`config.mk`:
```
export PLATFORM = sky130hd
export DESIGN_NAME = alarm_irq_ctrl
export DESIGN_NICKNAME = d
export VERILOG_FILES = /design/src/rtl/alarm_irq_pkg.sv /design/src/rtl/alarm_sync.sv /design/src/rtl/flag_bank.sv /design/src/rtl/enable_reg.sv /design/src/rtl/irq_combine.sv /design/src/rtl/alarm_irq_ctrl.sv
export SDC_FILE = /design/constraint.sdc
export NUM_CORES = 1
export LEC_CHECK = 0
export BUFFER_PORTS_ARGS = -buffer_cell sky130_fd_sc_hd__buf_2
export CORE_UTILIZATION = 53
export DETAILED_ROUTE_END_ITERATION = 10
export PLACE_DENSITY = 0.87
export SLEW_MARGIN = 5
export SYNTH_ARGS = -nofsm -noshare
export SYNTH_HDL_FRONTEND = slang
export SYNTH_HIERARCHICAL = 1
export SYNTH_SLANG_ARGS = --single-unit
```
`constraint.sdc`:
```
create_clock -name clk -period 1.1 [get_ports clk]
set_input_delay 0.165 -clock clk [delete_from_list [all_inputs] [get_ports clk]]
set_output_delay 0.165 -clock clk [all_outputs]
set_load 0.05 [all_outputs]
```
`src/rtl/alarm_irq_pkg.sv`:
```
package alarm_irq_pkg;
  localparam int unsigned REG_AW = 2;

  typedef enum logic [REG_AW-1:0] {
    RA_FLAGS  = 2'd0,
    RA_ENABLE = 2'd1,
    RA_STATUS = 2'd2,
    RA_SPARE  = 2'd3
  } reg_addr_e;
endpackage

```
`src/rtl/alarm_sync.sv`:
```
module alarm_sync #(
  parameter int unsigned W     = 8,
  parameter int unsigned DEPTH = 2
) (
  input  logic         clk,
  input  logic         rst,
  input  logic [W-1:0] din,
  output logic [W-1:0] dout
);
  logic [W-1:0] stage_q [DEPTH];

  for (genvar g = 0; g < DEPTH; g++) begin : g_stage
    if (g == 0) begin : g_first
      always_ff @(posedge clk) begin
        if (rst) stage_q[g] <= '0;
        else     stage_q[g] <= din;
      end
    end else begin : g_next
      always_ff @(posedge clk) begin
        if (rst) stage_q[g] <= '0;
        else     stage_q[g] <= stage_q[g-1];
      end
    end
  end

  assign dout = stage_q[DEPTH-1];
endmodule

```
`src/rtl/flag_bank.sv`:
```
module flag_bank #(
  parameter int unsigned W = 8
) (
  input  logic         clk,
  input  logic         rst,
  input  logic [W-1:0] alarm_s,
  input  logic [W-1:0] clr_mask,
  output logic [W-1:0] flag_q
);
  for (genvar i = 0; i < W; i++) begin : g_flag
    always_ff @(posedge clk) begin
      if (rst)             flag_q[i] <= 1'b0;
      else if (alarm_s[i]) flag_q[i] <= 1'b1;
      else if (clr_mask[i]) flag_q[i] <= 1'b0;
    end
  end
endmodule

```
`src/rtl/enable_reg.sv`:
```
module enable_reg #(
  parameter int unsigned W = 8
) (
  input  logic         clk,
  input  logic         rst,
  input  logic         wr_en,
  input  logic [W-1:0] wdata,
  output logic [W-1:0] en_q
);
  always_ff @(posedge clk) begin
    if (rst)        en_q <= '0;
    else if (wr_en) en_q <= wdata;
  end
endmodule

```
`src/rtl/irq_combine.sv`:
```
module irq_combine #(
  parameter int unsigned W = 8
) (
  input  logic         clk,
  input  logic         rst,
  input  logic [W-1:0] flag_q,
  input  logic [W-1:0] en_q,
  output logic         status_q,
  output logic         oe_q
);
  logic any_pending;
  assign any_pending = |(flag_q & en_q);

  always_ff @(posedge clk) begin
    if (rst) begin
      status_q <= 1'b0;
      oe_q     <= 1'b0;
    end else begin
      status_q <= any_pending;
      oe_q     <= any_pending;
    end
  end
endmodule

```
`src/rtl/alarm_irq_ctrl.sv`:
```
module alarm_irq_ctrl
  import alarm_irq_pkg::*;
#(
  parameter int unsigned N_LOL      = 2,
  parameter int unsigned N_HOLD     = 2,
  parameter int unsigned N_LOS      = 4,
  parameter int unsigned SYNC_DEPTH = 2,
  localparam int unsigned N_SRC     = N_LOL + N_HOLD + N_LOS
) (
  input  logic              clk,
  input  logic              rst,
  input  logic [N_LOL-1:0]  lol_i,
  input  logic [N_HOLD-1:0] hold_i,
  input  logic [N_LOS-1:0]  los_i,
  input  logic [REG_AW-1:0] reg_addr,
  input  logic              reg_wr,
  input  logic [N_SRC-1:0]  reg_wdata,
  output logic [N_SRC-1:0]  reg_rdata,
  output logic              irq_status,
  output logic              irq_oe
);
  logic [N_SRC-1:0] alarm_raw;
  logic [N_SRC-1:0] alarm_sync_v;
  logic [N_SRC-1:0] flags;
  logic [N_SRC-1:0] enables;
  logic [N_SRC-1:0] clr_mask;
  logic             wr_enable;
  reg_addr_e        addr_dec;

  assign alarm_raw = {los_i, hold_i, lol_i};
  assign addr_dec  = reg_addr_e'(reg_addr);
  assign clr_mask  = (reg_wr && addr_dec == RA_FLAGS) ? reg_wdata : '0;
  assign wr_enable = reg_wr && addr_dec == RA_ENABLE;

  alarm_sync #(.W(N_SRC), .DEPTH(SYNC_DEPTH)) u_sync (
    .clk(clk), .rst(rst), .din(alarm_raw), .dout(alarm_sync_v)
  );

  flag_bank #(.W(N_SRC)) u_flags (
    .clk(clk), .rst(rst), .alarm_s(alarm_sync_v), .clr_mask(clr_mask), .flag_q(flags)
  );

  enable_reg #(.W(N_SRC)) u_enable (
    .clk(clk), .rst(rst), .wr_en(wr_enable), .wdata(reg_wdata), .en_q(enables)
  );

  irq_combine #(.W(N_SRC)) u_irq (
    .clk(clk), .rst(rst), .flag_q(flags), .en_q(enables),
    .status_q(irq_status), .oe_q(irq_oe)
  );

  always_ff @(posedge clk) begin
    if (rst) begin
      reg_rdata <= '0;
    end else begin
      case (addr_dec)
        RA_FLAGS:  reg_rdata <= flags;
        RA_ENABLE: reg_rdata <= enables;
        RA_STATUS: reg_rdata <= {{(N_SRC-1){1'b0}}, irq_status};
        default:   reg_rdata <= '0;
      endcase
    end
  end
endmodule

```
==> flow_summary_export.csv, run 1 <==
group,metric,value,unit
status,status,"complete, but fails checks",
status,violations,"DRC",
worst_setup_path,crit_type,"register to primary output",
timing,skew,11.4,ps
timing,min_period,1090,ps
placed_design,gp_congestion,0.900,
logic_synthesis,seq_area_frac_synth,0.511,
grt,antenna_found_initial,0,
cells_and_area,fin_area,1870,µm²
grt,use_met2,0.291,
worst_setup_path,worstPathMaxFanout,3,
timing,holdWs,29.4,ps
logic_synthesis,synth-adder-area-share,0,
clock_tree,clk_latency,340,ps
routing,drc_errors,4,
clock_tree,clk_pin_slew,110,ps
clock_tree,max-clock-path-buffers,2,
clock_tree,cts_made_buffers,5,
logic_synthesis,synthArstFlopShare,0,
logic_synthesis,synth_xor_xnor_area_share,0,
worst_setup_path,crit_required,940,ps
timing,fmax,916,MHz
timing,period_share,0.992,
clock_tree,cts_tree,"yes",
power,p_sw,0.000604,W
power,switching_share,0.233,
worst_setup_path,cpMaxStageDelayCell,"dfxtp_2",
power,internal-power,0.00198,W
placed_design,io_buffer_count,30,
logic_synthesis,synth_edf_count,0,
grt,grtUsageTotal,0.171,
floorplan,die_width,57.0,µm
clock_tree,cts_max_level,2,
timing,rsz0062_at_grt,"yes",
logic_synthesis,avgSynthCellArea,11.5,µm²
worst_setup_path,critPathLaunchType,"register",
logic_synthesis,yosys-mux-area-fraction,0.0935,
placed_design,placed_cell_area,1790,µm²
cells_and_area,nets,197,
cells_and_area,fill_cells,220,
timing,finalHoldViolCount,0,
timing,setup_slack,8.28,ps
power,power.leakage,0.767,nW
placed_design,hpwl,1.86,mm
worst_setup_path,arrival,930,ps
floorplan,die_h,57.0,µm
worst_setup_path,path_delay_family,"flip-flops",
hold_path,hp-class,"primary input to register",
routing,firstDrtPassIters,7,
timing,setup_viol,0,
logic_synthesis,synthDistinctLibCells,21,
grt,grt_pass1_wl,4.10,mm
routing,drtIter0Drc,14,
grt,met1_usage,0.192,
routing,vias_per_cell,4.88,
logic_synthesis,synth_ff_type,"dfxtp_1",
cells_and_area,area_growth,16.7,%
routing,wl_per_cell,12.4,µm
clock_tree,cts.sinks,41,
worst_setup_path,endpoint_kind,"primary output",
routing,vias,1011,
logic_synthesis,synth-compound-area-share,0.0803,
power,combPwrFrac,0.106,
grt,first_global_vias,941,
cells_and_area,layout-drive-gt1-share,0.460,
worst_setup_path,cpPeakStageDelay,380,ps
logic_synthesis,yosys_warnings,6,
timing,worstMarginPinSlew,322,ps
logic_synthesis,synth_top_family_by_area,"simple AND/OR/NAND/NOR gates",
grt,grt_max_degree,21,
placed_design,preCtsSetupSlack,26.4,ps
floorplan,dieArea,3250,µm²
floorplan,row_count,19,
floorplan,io_pins,31,
logic_synthesis,ys_seq_elements,41,
cells_and_area,final_common_cell,"dfxtp_1",
worst_setup_path,path_cells,"buf_4",
power,ir_worst_vdd,660,µV
power,power.clock.fraction,0.283,
grt,gr-max-usage-layer,"met2",
cells_and_area,insertedDiodeCount,0,
floorplan,core_area,2810,µm²
timing,setup_tns,0,ps
clock_tree,root_buffer,"clkbuf_4",
routing,totalWireLength,2.57,mm
routing,antenna_left,0,
logic_synthesis,syn-cell-area,1610,µm²
logic_synthesis,syn-num-nets,160,
run,maxCapViolCount,0,
power,power_frac_seq,0.611,
power,power.density,1380,nW/µm²
grt,use_met3,0.0408,
logic_synthesis,syn_inst,139,
floorplan,initial_utilization,0.572,
worst_setup_path,cp_num_buf_inv,1,
cells_and_area,final_cell_mix,"dfxtp_1 (40), buf_2 (20), mux2i_1 (15), clkbuf_4 (13), nor2_1 (11)",
logic_synthesis,synth-simple-area-share,0.254,
grt,grt.overflow.total,0,
timing,max_slew_margin,0.785,
timing,slew_viol_final,0,
-- per-layer routing --
metal	vias up	wire length [µm]
met5	-	0
met4	0	28
met3	3	96
met2	32	1330
met1	454	1110
li1	522	-
-- synthesized netlist by cell type (5+ instances only) --
library cell	number	share of area
and2b_2	6	0.033
dfxtp_1	41	0.51
a21oi_2	8	0.044
and2_1	8	0.031
inv_1	8	0.019
buf_6	5	0.035
nor2_2	5	0.019
nor2_1	11	0.026
mux2i_1	15	0.094
nand2b_4	9	0.077
nor2b_2	7	0.038
-- kinds of logic (layout without fill, tap and decap cells) --
group | Yosys count | count (layout)
muxes | 15 | 15
DFF | 41 | 41
and+or+nand+nor | 53 | 53
AOI/OAI and AO/OA | 15 | 15
buffers and inverters | 15 | 52
-- per-stage QoR --
step	util	std cells	total power (W)
3_5_place_dp	0.639	200	0.00189
4_1_cts	0.659	207	0.00261
6_report	0.668	207	0.00259
3_3_place_gp	0.639	200	0.00187
5_1_grt	0.668	207	0.00269
2_1_floorplan	-	139	0.00180
-- layout make-up --
class | instances | area, µm² | area share
clock buffers | 7 | 55.1 | 0.0294
multi-input cells | 83 | 687 | 0.367
repair buffers | 37 | 240 | 0.128
inverters | 8 | 30.0 | 0.0160
well taps | 31 | 38.8 | 0.0207
flip-flops and latches | 41 | 822 | 0.439
-- timing repair --
action	CTS	global route
buffers inserted	0	0
hold buffers	0	0
setup endpoints to repair	2	10
gates resized for setup	0	12
-- power by group through the flow --
stage,Clock [W],Sequential (W),Combinational [W]
floorplan,0,0.00163,0.000169
global placement,0,0.00161,0.000261
detailed placement,0,0.00162,0.000270
CTS,0.000756,0.00158,0.000273
global route,0.000811,0.00159,0.000295
finish,0.000732,0.00158,0.000275
-- final timing paths --
check | depth (start not counted) | end | start | slack (ps)
setup reg to reg | 3 | reg_rdata[0] | u_flags/flag_q[0] | 130
hold / removal | 2 | u_sync/stage_q[0][6] | los_i[2] | 30
hold reg to reg | 2 | u_flags/flag_q[2] | u_sync/stage_q[1][2] | 430
setup / recovery | 1 | irq_status | u_irq/oe_q | 8
-- state kept, by name (all words and copies together) (netlist names) --
| signal | cells |
|---|---|
| u_flags/flag_q | 8 |
| u_enable/en_q | 8 |
| u_irq/oe_q | 1 |
| reg_rdata | 8 |
| u_sync/stage_q | 16 |
Power figures use the tool's default switching activity.
==> inputs of run 2 (changes only) <==
Settings changed: ABC_AREA from default to 1.
==> run 2 against run 1 <==
The run still ends with DRC left. Non-clock buffer count is 4 higher. Sequential share of layout area down 2.2 points. Area after synthesis rose by 2.3%. Largest cell class unchanged. Cell area up 5.3%. Clock power increased by 36%.
==> flow_summary_export.csv, run 2 <==
group,metric,value,unit
worst_setup_path,endpoint_kind,"primary output",
floorplan,die_width,57.7,µm
cells_and_area,regMostFlops,"u_sync/stage_q",
grt,grt.overflow.total,0,
timing,worstMarginPinSlew,288,ps
logic_synthesis,synth_edf_count,0,
timing,setup_slack,31.3,ps
hold_path,hp-class,"primary input to register",
worst_setup_path,arrival,900,ps
worst_setup_path,crit_required,940,ps
floorplan,die_h,57.7,µm
placed_design,hpwl,1.79,mm
timing,skew,5.73,ps
placed_design,placed_cell_area,1780,µm²
clock_tree,cts.sinks,41,
worst_setup_path,path_delay_family,"flip-flops",
clock_tree,root_buffer,"clkbuf_4",
logic_synthesis,synthArstFlopShare,0,
power,power_frac_seq,0.550,
worst_setup_path,critPathLaunchType,"register",
worst_setup_path,crit_start,"u_irq/oe_q",
logic_synthesis,synth_ff_type,"dfxtp_1",
logic_synthesis,synthDistinctLibCells,17,
logic_synthesis,yosys-top-cells-count,"nand2_1 (52), inv_1 (51), dfxtp_1 (41)",
routing,totalWireLength,2.70,mm
power,power.clock.fraction,0.345,
status,violations,"DRC",
placed_design,io_buffer_count,30,
clock_tree,max-clock-path-buffers,2,
cells_and_area,nets,280,
routing,firstDrtPassIters,7,
logic_synthesis,yosys_warnings,6,
floorplan,io_pins,31,
cells_and_area,final_cell_mix,"nand2_1 (52), inv_1 (51), dfxtp_1 (40), nor2_1 (30), buf_2 (20)",
hold_path,min_from,"rst",
routing,wl_per_cell,9.26,µm
grt,use_met2,0.312,
floorplan,core_area,2850,µm²
worst_setup_path,r2r_start,"u_flags/flag_q[3]",
grt,grt_pass1_wl,4.58,mm
floorplan,row_count,19,
routing,drtIter0Drc,37,
clock_tree,cts_max_level,2,
placed_design,gp_congestion,0.780,
cells_and_area,largest_register_ffs,16,
logic_synthesis,syn-cell-area,1640,µm²
logic_synthesis,yosysMostFrequentCell,"nand2_1",
logic_synthesis,avgSynthCellArea,7.54,µm²
logic_synthesis,ys_seq_elements,41,
status,status,"complete, but fails checks",
worst_setup_path,cp_num_buf_inv,1,
clock_tree,cts_tree,"yes",
grt,grtUsageTotal,0.186,
worst_setup_path,path_cells,"buf_4",
cells_and_area,layout-drive-gt1-share,0.262,
clock_tree,cts_made_buffers,5,
floorplan,dieArea,3330,µm²
power,power.density,1460,nW/µm²
power,power.leakage,0.957,nW
power,combPwrFrac,0.104,
cells_and_area,insertedDiodeCount,0,
clock_tree,cts_setup_buffers,0,
routing,vias_per_cell,4.46,
timing,finalHoldViolCount,0,
logic_synthesis,synth_top_cell_area_share,0.500,
power,p_sw,0.000722,W
routing,vias,1298,
cells_and_area,fin_area,1970,µm²
grt,antenna_found_initial,0,
grt,use_met3,0.0469,
cells_and_area,final_common_cell,"nand2_1",
routing,antenna_left,0,
grt,gr-max-usage-layer,"met2",
logic_synthesis,yosysTopAreaCell,"dfxtp_1",
timing,min_period,1070,ps
grt,first_global_vias,1201,
logic_synthesis,synthTopCellsByArea,"dfxtp_1 (50%), nand2_1 (12%), inv_1 (12%)",
placed_design,preCtsSetupSlack,52.7,ps
run,maxCapViolCount,0,
clock_tree,clk_pin_slew,120,ps
grt,grt_max_degree,18,
timing,rsz0062_at_grt,"yes",
power,internal-power,0.00215,W
logic_synthesis,seq_area_frac_synth,0.500,
timing,fmax,936,MHz
cells_and_area,area_growth,20.1,%
worst_setup_path,crit_type,"register to primary output",
timing,setup_viol,0,
clock_tree,clk_latency,360,ps
worst_setup_path,cpMaxStageDelayCell,"dfxtp_2",
floorplan,initial_utilization,0.576,
cells_and_area,utilization,0.692,
power,switching_share,0.251,
grt,met1_usage,0.201,
logic_synthesis,syn-num-nets,239,
logic_synthesis,syn_inst,218,
routing,drc_errors,3,
worst_setup_path,worstPathMaxFanout,3,
power,p_total,0.00288,W
timing,period_share,0.972,
worst_setup_path,cpPeakStageDelay,350,ps
timing,max_slew_margin,0.808,
timing,slew_viol_final,0,
timing,holdWs,31.3,ps
power,ir_worst_vdd,940,µV
==> run 2: kinds of logic after synthesis <==
family	synth area share
simple gates	0.268
flops	0.500
compound gates	0.0701
buf+inv	0.162
==> run 2: worst paths after layout <==
| kind | endpoint | slack [ps] | cells past startpoint |
|---|---|---|---|
| setup / recovery | irq_status | 30 | 1 |
| hold / removal | u_irq/oe_q | 30 | 2 |
| setup reg to reg | u_irq/oe_q | 300 | 4 |
| hold reg to reg | u_sync/stage_q[1][0] | 410 | 2 |
==> run 2: through the flow <==
stage / TNS, ps / instances
after floorplan: 0 / 218
after global placement: 0 / 275
after detailed placement: 0 / 275
after CTS: -85.7 / 291
after global routing: -9.18 / 291
final: 0 / 291
==> run 2: power by group through the flow <==
stage / clock [W] / sequential [W] / combinational, W
floorplan: 0 / 0.00164 / 0.000178
global placement: 0 / 0.00161 / 0.000264
detailed placement: 0 / 0.00162 / 0.000270
CTS: 0.00101 / 0.00158 / 0.000297
global route: 0.00109 / 0.00159 / 0.000333
finish: 0.000993 / 0.00158 / 0.000300
==> run 2: timing repair <==
action / CTS / global route
hold buffers: 8 / 0
endpoints found under the setup margin: 9 / 3
cloned: 0 / 0
resized for setup: 7 / 5
hold endpoints to repair: 8 / 0
==> run 2: routing by layer <==
metal,wire length [µm],share of wire
met1,1170,0.43
met2,1320,0.49
met3,134,0.050
met4,77,0.029
met5,0,0
==> run 2: area by class of cell <==
class | count | area, µm²
clock buffer | 5 | 37.5
clock inverter | 3 | 46.3
fill | 225 | 880
inverter | 52 | 195
multi-input combinational | 118 | 556
sequential | 41 | 822
tap | 31 | 38.8
timing repair buffer | 41 | 278
